<file path="src/rtl/dacreg_pkg.sv">
package dacreg_pkg;

    localparam int WORD_W = 24;
    localparam int CODE_W = 16;
    localparam int OP_W   = 4;
    localparam int OP_LSB = WORD_W - OP_W;

    typedef enum logic [OP_W-1:0] {
        OP_LOAD        = 4'b0000,
        OP_COMMIT      = 4'b0001,
        OP_LOAD_COMMIT = 4'b0011,
        OP_SLEEP       = 4'b0100
    } op_e;

    typedef logic [CODE_W-1:0] code_t;

    typedef struct packed {
        logic  load;
        logic  commit;
        logic  sleep;
        code_t code;
    } action_t;

    // Mask that keeps the top res bits of a left-justified code.
    function automatic code_t keep_mask(input int res);
        code_t one;
        one = code_t'(1);
        return ~((one << (CODE_W - res)) - one);
    endfunction

    function automatic logic res_legal(input int res);
        return (res == 16) || (res == 14) || (res == 12);
    endfunction

    function automatic action_t decode_op(input logic [OP_W-1:0] op,
                                          input code_t           code);
        action_t a;
        a.load   = 1'b0;
        a.commit = 1'b0;
        a.sleep  = 1'b0;
        a.code   = code;
        case (op)
            OP_LOAD:        a.load   = 1'b1;
            OP_COMMIT:      a.commit = 1'b1;
            OP_LOAD_COMMIT: begin
                a.load   = 1'b1;
                a.commit = 1'b1;
            end
            OP_SLEEP:       a.sleep  = 1'b1;
            default:        ;
        endcase
        return a;
    endfunction

endpackage

</file>
<file path="src/rtl/dacreg_decode.sv">
module dacreg_decode
    import dacreg_pkg::*;
#(
    parameter int RES_BITS = 16
) (
    input  logic              valid,
    input  logic [WORD_W-1:0] word,
    output action_t           act
);
    localparam code_t MASK = keep_mask(RES_BITS);

    logic [OP_W-1:0] op;
    code_t           raw_code;
    action_t         decoded;

    assign op       = word[WORD_W-1:OP_LSB];
    assign raw_code = word[CODE_W-1:0];

    generate
        if (!res_legal(RES_BITS)) begin : g_bad_res
            initial $error("dacreg_decode: RES_BITS must be 16, 14 or 12");
        end
    endgenerate

    always_comb begin
        decoded = decode_op(op, raw_code & MASK);
        act     = decoded;
        if (!valid) begin
            act.load   = 1'b0;
            act.commit = 1'b0;
            act.sleep  = 1'b0;
        end
    end
endmodule

</file>
<file path="src/rtl/dacreg_hold_stage.sv">
module dacreg_hold_stage
    import dacreg_pkg::*;
(
    input  logic  clk,
    input  logic  rst,
    input  logic  load,
    input  code_t new_code,
    output code_t held_code
);
    always_ff @(posedge clk) begin
        if (rst) begin
            held_code <= '0;
        end else if (load) begin
            held_code <= new_code;
        end
    end
endmodule

</file>
<file path="src/rtl/dacreg_out_stage.sv">
module dacreg_out_stage
    import dacreg_pkg::*;
(
    input  logic  clk,
    input  logic  rst,
    input  logic  load,
    input  logic  commit,
    input  logic  sleep,
    input  code_t new_code,
    input  code_t held_code,
    output code_t out_code,
    output logic  asleep
);
    code_t src_code;

    // The combined operation forwards the fresh code, bypassing the hold stage.
    always_comb begin
        src_code = (load && commit) ? new_code : held_code;
    end

    always_ff @(posedge clk) begin
        if (rst) begin
            out_code <= '0;
            asleep   <= 1'b0;
        end else begin
            if (commit) begin
                out_code <= src_code;
                asleep   <= 1'b0;
            end else if (sleep) begin
                asleep   <= 1'b1;
            end
        end
    end
endmodule

</file>
<file path="src/rtl/dac_cmd_unit.sv">
module dac_cmd_unit
    import dacreg_pkg::*;
#(
    parameter int RES_BITS = 16
) (
    input  logic        clk,
    input  logic        rst,
    input  logic        cmd_valid,
    input  logic [23:0] cmd_word,
    output logic [15:0] dac_code,
    output logic        sleep_out
);
    action_t act;
    code_t   held_code;
    code_t   out_code;
    logic    asleep;

    dacreg_decode #(.RES_BITS(RES_BITS)) u_decode (
        .valid (cmd_valid),
        .word  (cmd_word),
        .act   (act)
    );

    dacreg_hold_stage u_hold (
        .clk       (clk),
        .rst       (rst),
        .load      (act.load),
        .new_code  (act.code),
        .held_code (held_code)
    );

    dacreg_out_stage u_out (
        .clk       (clk),
        .rst       (rst),
        .load      (act.load),
        .commit    (act.commit),
        .sleep     (act.sleep),
        .new_code  (act.code),
        .held_code (held_code),
        .out_code  (out_code),
        .asleep    (asleep)
    );

    assign dac_code  = out_code;
    assign sleep_out = asleep;
endmodule

</file>
<file path="config.mk">
export PLATFORM = sky130hd
export DESIGN_NAME = dac_cmd_unit
export DESIGN_NICKNAME = d
export VERILOG_FILES = /design/src/rtl/dacreg_pkg.sv /design/src/rtl/dacreg_decode.sv /design/src/rtl/dacreg_hold_stage.sv /design/src/rtl/dacreg_out_stage.sv /design/src/rtl/dac_cmd_unit.sv
export SDC_FILE = /design/constraint.sdc
export NUM_CORES = 1
export LEC_CHECK = 0
export ABC_CLOCK_PERIOD_IN_PS = 2000
export BUFFER_PORTS_ARGS = -buffer_cell sky130_fd_sc_hd__buf_2
export CORE_ASPECT_RATIO = 0.9
export CORE_MARGIN = 5
export CORE_UTILIZATION = 50
export DETAILED_ROUTE_END_ITERATION = 10
export PLACE_DENSITY = 0.86
export SYNTH_ARGS = -nofsm -noshare
export SYNTH_HDL_FRONTEND = slang
export SYNTH_HIERARCHICAL = 1
export SYNTH_SLANG_ARGS = --single-unit
export TNS_END_PERCENT = 30
</file>
<file path="constraint.sdc">
create_clock -name clk -period 2 [get_ports clk]
set_input_delay 0.6 -clock clk [delete_from_list [all_inputs] [get_ports clk]]
set_output_delay 0.6 -clock clk [all_outputs]
set_load 0.03 [all_outputs]
</file>
==> results.sh, run 1 <==
export IMPL_grt_max_degree=34
export IMPL_gr_usage_met1_pct=16.4
export IMPL_hold_path_class="reg -> reg"
export IMPL_slew_viol_final=0
export IMPL_arrival_ns=1.69
export IMPL_cts_sinks=33
export IMPL_ant_nets=0
export IMPL_via_count=1034
export IMPL_coreArea_sq_mm=0.00297
export IMPL_power_w=0.00120
export IMPL_hold_violations=0
export IMPL_use_met3_pct=5.41
export IMPL_clk_path_buf_depth=2
export IMPL_synthCells=148
export IMPL_reg2reg_to="u_out/out_code[13]"
export IMPL_path_class="in -> reg"
export IMPL_num_fill_cells=269
export IMPL_drt_wirelength_per_cell_microns=12.4
export IMPL_busiest_layer="met2"
export IMPL_grtUsageMet2_pct=22.0
export IMPL_antennaDiodeCount=0
export IMPL_ys_ff_latch=33
export IMPL_yosys_area_top_type="dfxtp_1"
export IMPL_setup_viol=0
export IMPL_drive_gt1_share_pct=31.0
export IMPL_yosysTopAreaCellShare_pct=43.7
export IMPL_rsz0062_at_grt="false"
export IMPL_reg2regPathDepth=2
export IMPL_area_growth_synth_to_final_pct=8.02
export IMPL_status="complete, no violations"
export IMPL_mappedNetlistNets=175
export IMPL_netlist_area_sq_mm=0.00151
export IMPL_grt_use_total_pct=14.0
export IMPL_first_pass_iters=4
export IMPL_vias_per_cell=4.92
export IMPL_clock_insertion_delay_worst_skew_ns=0.33
export IMPL_synth_seq_area_share_pct=43.7
export IMPL_drc=0
export IMPL_cap_viol_max_count=0
export IMPL_r2r_start="u_hold/held_code[13]"
export IMPL_path_clk_slew_ns=0.09
export IMPL_htreeDepth=2
export IMPL_p_leak_nw=0.617
export IMPL_die_w_microns=68.0
export IMPL_yosys_warnings=6
export IMPL_fmax_mhz=670
export IMPL_critPathRequiredTime_ns=2.20
export IMPL_p_per_area_mw_per_mm2=733
export IMPL_skew_ns=0.00472
export IMPL_worstHoldStart="u_out/out_code[0]"
export IMPL_die_area_sq_mm=0.00423
export IMPL_cts_root_buf="clkbuf_4"
export IMPL_numCtsBuffers=5
export IMPL_fin_nets=195
export IMPL_synthTopCellsByArea="dfxtp_1 (44%), mux2i_1 (21%), nor2_1 (8.2%)"
export IMPL_min_period_over_period_pct=74.6
export IMPL_globalplace_congestion=0.690
export IMPL_antenna_found_initial=0
export IMPL_avgSynthCellArea_sq_um=10.2
export IMPL_post_cts_resized=0
export IMPL_setup_worst_path_start_class="input port"
export IMPL_reg2reg_slack_ns=1.26
export IMPL_die_h_microns=62.2
export IMPL_hold_end="u_out/out_code[0]"
export IMPL_layout_min_cycle_time_ns=1.49
export IMPL_post_cts_repair_setup_buffers=0
export IMPL_routed_wl_microns=2610
export IMPL_rows=19
export IMPL_io_pins=44
export IMPL_setup_tns_ns=0
export IMPL_relSlewSlack_pct=61.6
export IMPL_cts_hold_fix_buffers=0
export IMPL_grt_overflow=0
export IMPL_grt_pass1_wl_microns=4550
export IMPL_cp_max_fo=32
export IMPL_io_buffers=39
export IMPL_cts_tree="built"
export IMPL_start_util_pct=50.9
export IMPL_peakVddDrop_v=0.000361
export IMPL_worst_pin_slew_ns=0.576
export IMPL_drt_iter0_drc=22
export IMPL_first_global_vias=1046
export IMPL_end_kind="register"
export IMPL_yosysUniqueCellTypes=16
export IMPL_whs_path_depth=2
state kept, by name, summed over array words and instances (netlist names):
name / flops
u_out/asleep: 1
u_out/out_code: 16
u_hold/held_code: 16
power breakdown:
group	switching, W	internal (W)
Clock	0.000206	0.000166
Sequential	0.00000929	0.000676
Combinational	0.0000834	0.0000579
cells in the mapped netlist:
| master | instances |
|---|---|
| dfxtp_1 | 33 |
| nor2_1 | 33 |
| mux2i_1 | 32 |
| buf_4 | 16 |
| a211oi_1 | 15 |
| buf_2 | 5 |
| buf_12 | 2 |
| buf_6 | 2 |
| clkbuf_1 | 2 |
| nor3_1 | 2 |
| a211oi_2 | 1 |
| buf_1 | 1 |
| nand2b_4 | 1 |
| nor3b_1 | 1 |
| nor4b_4 | 1 |
| xor2_1 | 1 |
layer usage:
layer | share of wire [%] | wire length (microns)
met5 | 0 | 0
met4 | 2.0 | 52
met3 | 4.5 | 117
met2 | 50 | 1300
met1 | 44 | 1140
metrics by stage:
stage	instances	instance area [sq um]	setup WS (ns)	hold WS, ns	util, %
floorplan	148	1510	0.221	0.460	-
global placement	203	1580	0.189	0.472	53.1
detailed placement	203	1580	0.142	0.476	53.1
CTS	210	1630	0.499	0.490	55.0
global route	210	1630	0.442	0.511	55.0
finish	210	1630	0.507	0.487	55.0
layout by cell type, fill, tap and decap left out:
cell type	synthesis	routed
dfxtp_1	33	33
buf_12	2	1
clkbuf_1	2	1
nor3_2	0	1
clkbuf_8	0	1
a211oi_2	1	1
nor3_1	2	1
buf_2	5	39
mux2i_1	32	32
buf_4	16	1
clkbuf_4	0	5
nor4b_4	1	1
nand2b_4	1	1
a211oi_1	15	15
nor3b_2	0	1
xor2_1	1	1
nor2_1	33	33
logic make-up (layout without fill, tap and decap cells):
| logic type | count (synthesis) | after routing | share of synthesized area [%] |
|---|---|---|---|
| AND/OR/NAND/NOR | 38 | 38 | 11.8 |
| flip-flops | 33 | 33 | 43.7 |
| multiplexers | 32 | 32 | 21.2 |
| buffers and inverters | 28 | 48 | 14.5 |
| AO/OA/AOI/OAI | 16 | 16 | 8.27 |
| XOR/XNOR | 1 | 1 | 0.579 |
worst max-delay path, cell delays in order:
cell and delay (ns):
buf_2 0.10, nand2b_4 0.15, nor3_2 0.23, buf_12 0.26, mux2i_1 0.23, a211oi_1 0.09
worst max path at each step:
stage,from,endpoint,cells after the start
after global placement,cmd_word[23],u_out/out_code[2],6
after floorplan,cmd_word[23],u_out/out_code[2],6
after detailed placement,cmd_word[23],u_out/out_code[2],6
after CTS,u_out/out_code[5],dac_code[5],1
after global routing,cmd_word[23],u_out/out_code[6],6
final,cmd_word[23],u_out/out_code[11],6
layout make-up:
type	count	area (sq um)	area share, %
flip-flops and latches	33	661	40.4
multi-input cells	87	643	39.4
repair buffers	41	223	13.6
clock buffers	7	55.1	3.37
well taps	42	52.6	3.22
(Power assumes the default switching activity.)
==> run 2: changes to the inputs <==
--- a/config.mk
+++ b/config.mk
@@ -5,13 +5,13 @@
 export SDC_FILE = /design/constraint.sdc
 export NUM_CORES = 1
 export LEC_CHECK = 0
-export ABC_CLOCK_PERIOD_IN_PS = 2000
+export ABC_CLOCK_PERIOD_IN_PS = 1220
 export BUFFER_PORTS_ARGS = -buffer_cell sky130_fd_sc_hd__buf_2
 export CORE_ASPECT_RATIO = 0.9
 export CORE_MARGIN = 5
-export CORE_UTILIZATION = 50
+export CORE_UTILIZATION = 46
 export DETAILED_ROUTE_END_ITERATION = 10
-export PLACE_DENSITY = 0.86
+export PLACE_DENSITY = 0.84
 export SYNTH_ARGS = -nofsm -noshare
 export SYNTH_HDL_FRONTEND = slang
 export SYNTH_HIERARCHICAL = 1
==> constraint.sdc (replaced) <==
create_clock -name clk -period 1.22 [get_ports clk]
set_input_delay 0.366 -clock clk [delete_from_list [all_inputs] [get_ports clk]]
set_output_delay 0.366 -clock clk [all_outputs]
set_load 0.03 [all_outputs]
==> results.sh, run 2 (synthesis gave the netlist of run 1 again) <==
export IMPL_drt_iter0_drc=38
export IMPL_clock_insertion_delay_worst_skew_ns=0.27
export IMPL_setup_worst_path_start_class="input port"
export IMPL_peakVddDrop_v=0.000771
export IMPL_area_growth_synth_to_final_pct=27.9
export IMPL_numPlacedInstances=210
export IMPL_globalplace_congestion=0.677
export IMPL_cp_cell_sequence="buf_4 > xor2_4 > nor3_4 > buf_12 > clkbuf_16 > mux2i_1 > nor2_1"
export IMPL_setup_slack_ns=-0.0551
export IMPL_cp_slowest_stage_delay_ns=0.20
export IMPL_end_kind="register"
export IMPL_drt_wirelength_per_cell_microns=13.0
export IMPL_arrival_ns=1.44
export IMPL_path_class="in -> reg"
export IMPL_grt_overflow=0
export IMPL_io_pins=44
export IMPL_antennaDiodeCount=0
export IMPL_grt_use_total_pct=12.4
export IMPL_path_depth=7
export IMPL_final_cell_mix="nor2_1 (33), dfxtp_1 (33), mux2i_1 (31)"
export IMPL_fmax_mhz=784
export IMPL_slowest_stage="mux2i_1"
export IMPL_p_leak_nw=0.736
export IMPL_violations="negative setup slack"
export IMPL_coreArea_sq_mm=0.00311
export IMPL_cts_sinks=33
export IMPL_cp_max_fo=9
export IMPL_place_ws_ns=-0.345
export IMPL_grt_max_degree=34
export IMPL_ant_nets=0
export IMPL_cp_top_family="buffers and inverters"
export IMPL_vias_per_cell=4.78
export IMPL_fin_nets=207
export IMPL_status="finished with violations"
export IMPL_routed_wl_microns=2900
export IMPL_top_regs="u_hold/held_code x16, u_out/out_code x16, u_out/asleep x1"
export IMPL_reg2regPathDepth=2
export IMPL_hold_path_class="in -> reg"
export IMPL_critPathBufInv=3
export IMPL_io_buffers=39
export IMPL_htreeDepth=2
export IMPL_skew_ns=0.00116
export IMPL_fin_cells=222
export IMPL_whs_path_depth=3
export IMPL_cts_tree="built"
export IMPL_p_per_area_mw_per_mm2=1150
export IMPL_rsz0062_at_grt="true"
export IMPL_min_period_over_period_pct=105
export IMPL_setup_viol=27
export IMPL_first_pass_iters=5
export IMPL_layout_min_cycle_time_ns=1.28
export IMPL_die_area_sq_mm=0.00454
export IMPL_numCtsBuffers=5
export IMPL_drc=0
export IMPL_rows=19
export IMPL_drive_gt1_share_pct=37.2
export IMPL_via_count=1062
export IMPL_hold_violations=0
export IMPL_cts_root_buf="clkbuf_8"
export IMPL_grt_pass1_wl_microns=4480
export IMPL_critPathRequiredTime_ns=1.38
export IMPL_path_clk_slew_ns=0.06
export IMPL_die_w_microns=70.4
export IMPL_clk_path_buf_depth=2
export IMPL_relSlewSlack_pct=79.7
export IMPL_first_global_vias=992
export IMPL_cap_viol_max_count=0
export IMPL_slew_viol_final=0
export IMPL_die_h_microns=64.4
export IMPL_worst_pin_slew_ns=0.303
export IMPL_dp_hpwl_microns=1870
export IMPL_start_util_pct=48.6
export IMPL_antenna_found_initial=0
## run 2: cell count changes in the layout (fill, tap and decap cells not counted), moves of 2 or more
cell,before,now
buf_2,39,30
buf_12,1,6
clkbuf_16,0,3
buf_4,1,7
clkbuf_8,1,6
buf_6,0,2
## run 2: area by class of cell
| type | instances | area (sq um) |
|---|---|---|
| Clock buffer | 7 | 86.3 |
| Fill cell | 264 | 1180 |
| Sequential cell | 33 | 661 |
| Tap cell | 42 | 52.6 |
| Multi-Input combinational cell | 87 | 677 |
| Timing Repair Buffer | 53 | 458 |
## run 2: final timing paths
kind,startpoint,to,slack (ns)
setup reg to reg,u_hold/held_code[5],u_out/out_code[5],0.51
hold reg to reg,u_out/out_code[14],u_out/out_code[14],0.48
hold / removal,cmd_word[14],u_hold/held_code[14],0.35
setup / recovery,cmd_word[21],u_hold/held_code[6],-0.06
## run 2: what timing repair did
action                     in CTS  in global routing
setup endpoints to repair      18                 38
hold buffers                    0                  0
hold endpoints to repair        0                  0
gates resized for setup         2                 17
buffers inserted                0                  2
pin swaps                       1                  9
cloned                          0                  3
## run 2: per-stage QoR
stage | TNS, ns | power (W) | hold WS [ns] | instance area, sq um | utilization, %
finish | -0.694 | 0.00223 | 0.346 | 1930 | 62.1
CTS | -0.247 | 0.00222 | 0.337 | 1770 | 56.9
detailed placement | -9.62 | 0.00141 | 0.475 | 1680 | 53.8
global placement | -8.77 | 0.00140 | 0.470 | 1680 | 53.8
floorplan | -3.39 | 0.00135 | 0.460 | 1520 | -
global route | -1.94 | 0.00235 | 0.356 | 1930 | 62.1
## run 2: report_power, final
group          switching [W]  internal (W)
registers          0.0000152       0.00111
logic               0.000155      0.000150
clock network       0.000353      0.000447
## run 2: worst register-to-register path, stage by stage (launching register included)
cell,delay (ns)
dfxtp_1,0.32
mux2i_1,0.07
a211oi_1,0.23
## run 2: metal layers
| layer | part of all wire, % | wire length (microns) | GRT usage [%] |
|---|---|---|---|
| met5 | 0 | 0 | 0 |
| met4 | 0.90 | 26 | 5.26 |
| met3 | 7.7 | 224 | 6.74 |
| met2 | 44 | 1280 | 18.6 |
| met1 | 47 | 1360 | 14.7 |
==> run 3: changes to the inputs <==
--- a/config.mk
+++ b/config.mk
@@ -9,11 +9,10 @@
 export BUFFER_PORTS_ARGS = -buffer_cell sky130_fd_sc_hd__buf_2
 export CORE_ASPECT_RATIO = 0.9
 export CORE_MARGIN = 5
-export CORE_UTILIZATION = 46
+export CORE_UTILIZATION = 45
 export DETAILED_ROUTE_END_ITERATION = 10
-export PLACE_DENSITY = 0.84
+export PLACE_DENSITY = 0.83
 export SYNTH_ARGS = -nofsm -noshare
 export SYNTH_HDL_FRONTEND = slang
-export SYNTH_HIERARCHICAL = 1
 export SYNTH_SLANG_ARGS = --single-unit
 export TNS_END_PERCENT = 30
==> results.sh, run 3 <==
export IMPL_highest_layer="met4"
export IMPL_cap_viol_max_count=0
export IMPL_grt_use_total_pct=13.4
export IMPL_io_buffers=39
export IMPL_final_core_util_pct=57.2
export IMPL_routedLengthMet1_microns=1380
export IMPL_globalplace_congestion=0.666
export IMPL_cts_tree="built"
export IMPL_min_period_over_period_pct=96.4
export IMPL_clk_path_buf_depth=2
export IMPL_drt_iter0_drc=33
export IMPL_drt_wirelength_per_cell_microns=12.3
export IMPL_peakVddDrop_v=0.000639
export IMPL_ant_nets=0
export IMPL_slowest_stage="dfxtp_1"
export IMPL_swShare_pct=25.3
export IMPL_hold_path_class="in -> reg"
export IMPL_cts_root_buf="clkbuf_8"
export IMPL_status="complete, no violations"
export IMPL_cts_hold_fix_buffers=0
export IMPL_yosys_area_top_type="dfxtp_1"
export IMPL_io_pins=44
export IMPL_cts_sinks=33
export IMPL_final_cell_mix="buf_2 (35), dfxtp_1 (33), nand2b_1 (32), mux2i_1 (32), nor2_1 (17)"
export IMPL_synth_edf_count=0
export IMPL_mappedNetlistNets=176
export IMPL_synthArstFlopShare_pct=0
export IMPL_die_w_microns=70.9
export IMPL_avgSynthCellArea_sq_um=10.1
export IMPL_yosys_warnings=0
export IMPL_synthCells=149
export IMPL_cp_top_family="flip-flops"
export IMPL_grt_max_degree=34
export IMPL_synth_top_cells_by_count="dfxtp_1 (33), mux2i_1 (32), nand2b_1 (32), nor2_1 (17), a211oi_1 (16)"
export IMPL_arrival_ns=0.81
export IMPL_layout_commonest_cell="buf_2"
export IMPL_netlist_area_sq_mm=0.00150
export IMPL_first_global_vias=1058
export IMPL_via_count=1148
export IMPL_skew_ns=0.00556
export IMPL_rsz0062_at_grt="true"
export IMPL_setup_viol=0
export IMPL_fin_cells=235
export IMPL_layout_min_cycle_time_ns=1.18
export IMPL_die_h_microns=64.8
export IMPL_cp_cell_sequence="buf_2"
export IMPL_synth_seq_area_share_pct=43.9
export IMPL_coreArea_sq_mm=0.00330
export IMPL_top_regs="u_hold.held_code x16, u_out.out_code x16, u_out.asleep x1"
export IMPL_p_leak_nw=0.779
export IMPL_critPathBufInv=1
export IMPL_critPathRequiredTime_ns=0.85
export IMPL_numCtsBuffers=5
export IMPL_synthTopCellsByArea="dfxtp_1 (44%), mux2i_1 (21%), nand2b_1 (13%)"
export IMPL_grt_overflow=0
export IMPL_post_synth_top_count_cell="dfxtp_1"
export IMPL_start_util_pct=45.5
export IMPL_path_class="reg -> out"
export IMPL_htreeDepth=2
export IMPL_cp_slowest_stage_delay_ns=0.33
export IMPL_antenna_found_initial=0
export IMPL_rows=20
export IMPL_fin_nets=217
export IMPL_drive_gt1_share_pct=29.8
export IMPL_wl_met2_microns=1280
export IMPL_ys_ff_latch=33
export IMPL_fmax_mhz=850
export IMPL_clock_insertion_delay_worst_skew_ns=0.28
export IMPL_yosysUniqueCellTypes=15
export IMPL_dr_wl_met3_microns=194
export IMPL_antennaDiodeCount=0
export IMPL_synth_flop_cell="dfxtp_1"
export IMPL_path_clk_slew_ns=0.06
export IMPL_vias_per_cell=4.89
export IMPL_slew_viol_final=0
export IMPL_power_w=0.00220
export IMPL_seq_power_share_pct=51.1
export IMPL_yosysTopAreaCellShare_pct=43.9
export IMPL_pwr_share_clk_pct=35.4
export IMPL_relSlewSlack_pct=77.9
export IMPL_power_internal_w=0.00165
export IMPL_numPlacedInstances=227
export IMPL_combPwrFrac_pct=13.6
export IMPL_setup_worst_path_start_class="register"
export IMPL_p_per_area_mw_per_mm2=1160
export IMPL_drc=0
export IMPL_cp_max_fo=2
export IMPL_end_kind="output port"
export IMPL_hold_violations=0
export IMPL_dp_hpwl_microns=2110
export IMPL_whs_ns=0.334
export IMPL_grt_pass1_wl_microns=4840
export IMPL_area_growth_synth_to_final_pct=25.7
export IMPL_die_area_sq_mm=0.00460
export IMPL_power_switching_w=0.000556
export IMPL_routed_wl_microns=2880
export IMPL_first_pass_iters=4
export IMPL_worst_pin_slew_ns=0.324
## run 3: cell types whose count changed after synthesis, sizes merged
| cell | previous run | this run |
|---|---|---|
| a2111oi | 0 | 1 |
| buf | 26 | 8 |
| clkbuf | 2 | 5 |
| inv | 0 | 1 |
| nand2b | 1 | 32 |
| nor2 | 33 | 17 |
| nor3 | 2 | 0 |
| nor3b | 1 | 0 |
| nor4bb | 0 | 2 |
## run 3: worst paths after layout
| check | start | depth (start not counted) | end | slack [ns] |
|---|---|---|---|---|
| worst max-delay path | u_out.out_code[3] | 1 | dac_code[3] | 0.04 |
| worst min-delay path | cmd_word[20] | 2 | u_out.asleep | 0.33 |
| worst max register to register | u_out.asleep | 2 | u_out.asleep | 0.38 |
| worst min register to register | u_hold.held_code[0] | 2 | u_hold.held_code[0] | 0.47 |
## run 3: cell families after synthesis
logic type                count (synthesis)  share of synthesized area [%]
AOI/OAI and AO/OA                        17                           8.57
xor gates and xnor gates                  1                          0.582
buffers and inverters                    14                           5.74
DFF                                      33                           43.9
muxes                                    32                           21.3
and+or+nand+nor                          52                           19.9
## run 3: final cells by class
type	instances	area (sq um)
sequential	33	661
inverter	1	3.75
timing repair buffer	47	303
clock buffer	6	72.6
multi-input combinational	102	786
fill	305	1410
clock inverter	2	10.0
tap	44	55.1
## run 3: metal layers
metal	global-route usage [%]	vias to the layer above
met5	0	-
li1	-	599
met4	4.23	0
met1	16.9	519
met2	20.4	28
met3	6.05	2
## run 3: through the flow
stage | TNS [ns] | cell area (sq um) | setup slack [ns]
2_1_floorplan | -2.78 | 1510 | -0.192
3_5_place_dp | -6.55 | 1790 | -0.239
3_3_place_gp | -6.08 | 1790 | -0.208
5_1_grt | -0.0372 | 1890 | -0.00716
6_report | 0 | 1890 | 0.0437
4_1_cts | 0 | 1880 | 0.0120
## run 3: timing repair
| action | 4_1_cts | 5_1_grt |
|---|---|---|
| setup buffers | 0 | 0 |
| gates resized for setup | 0 | 8 |
| endpoints found under the setup margin | 0 | 13 |
## run 3: power groups by stage
stage / logic (W) / registers, W / clock network (W)
4_1_cts: 0.000298 / 0.00112 / 0.000812
6_report: 0.000299 / 0.00112 / 0.000779
3_3_place_gp: 0.000293 / 0.00115 / 0
2_1_floorplan: 0.000154 / 0.00118 / 0
5_1_grt: 0.000324 / 0.00113 / 0.000867
3_5_place_dp: 0.000297 / 0.00115 / 0
## run 3: worst register-to-register path, delay by kind of cell (launching register included)
kind            cells  cell delay [ns]
flops               1             0.35
compound gates      1             0.33
buf+inv             1             0.04
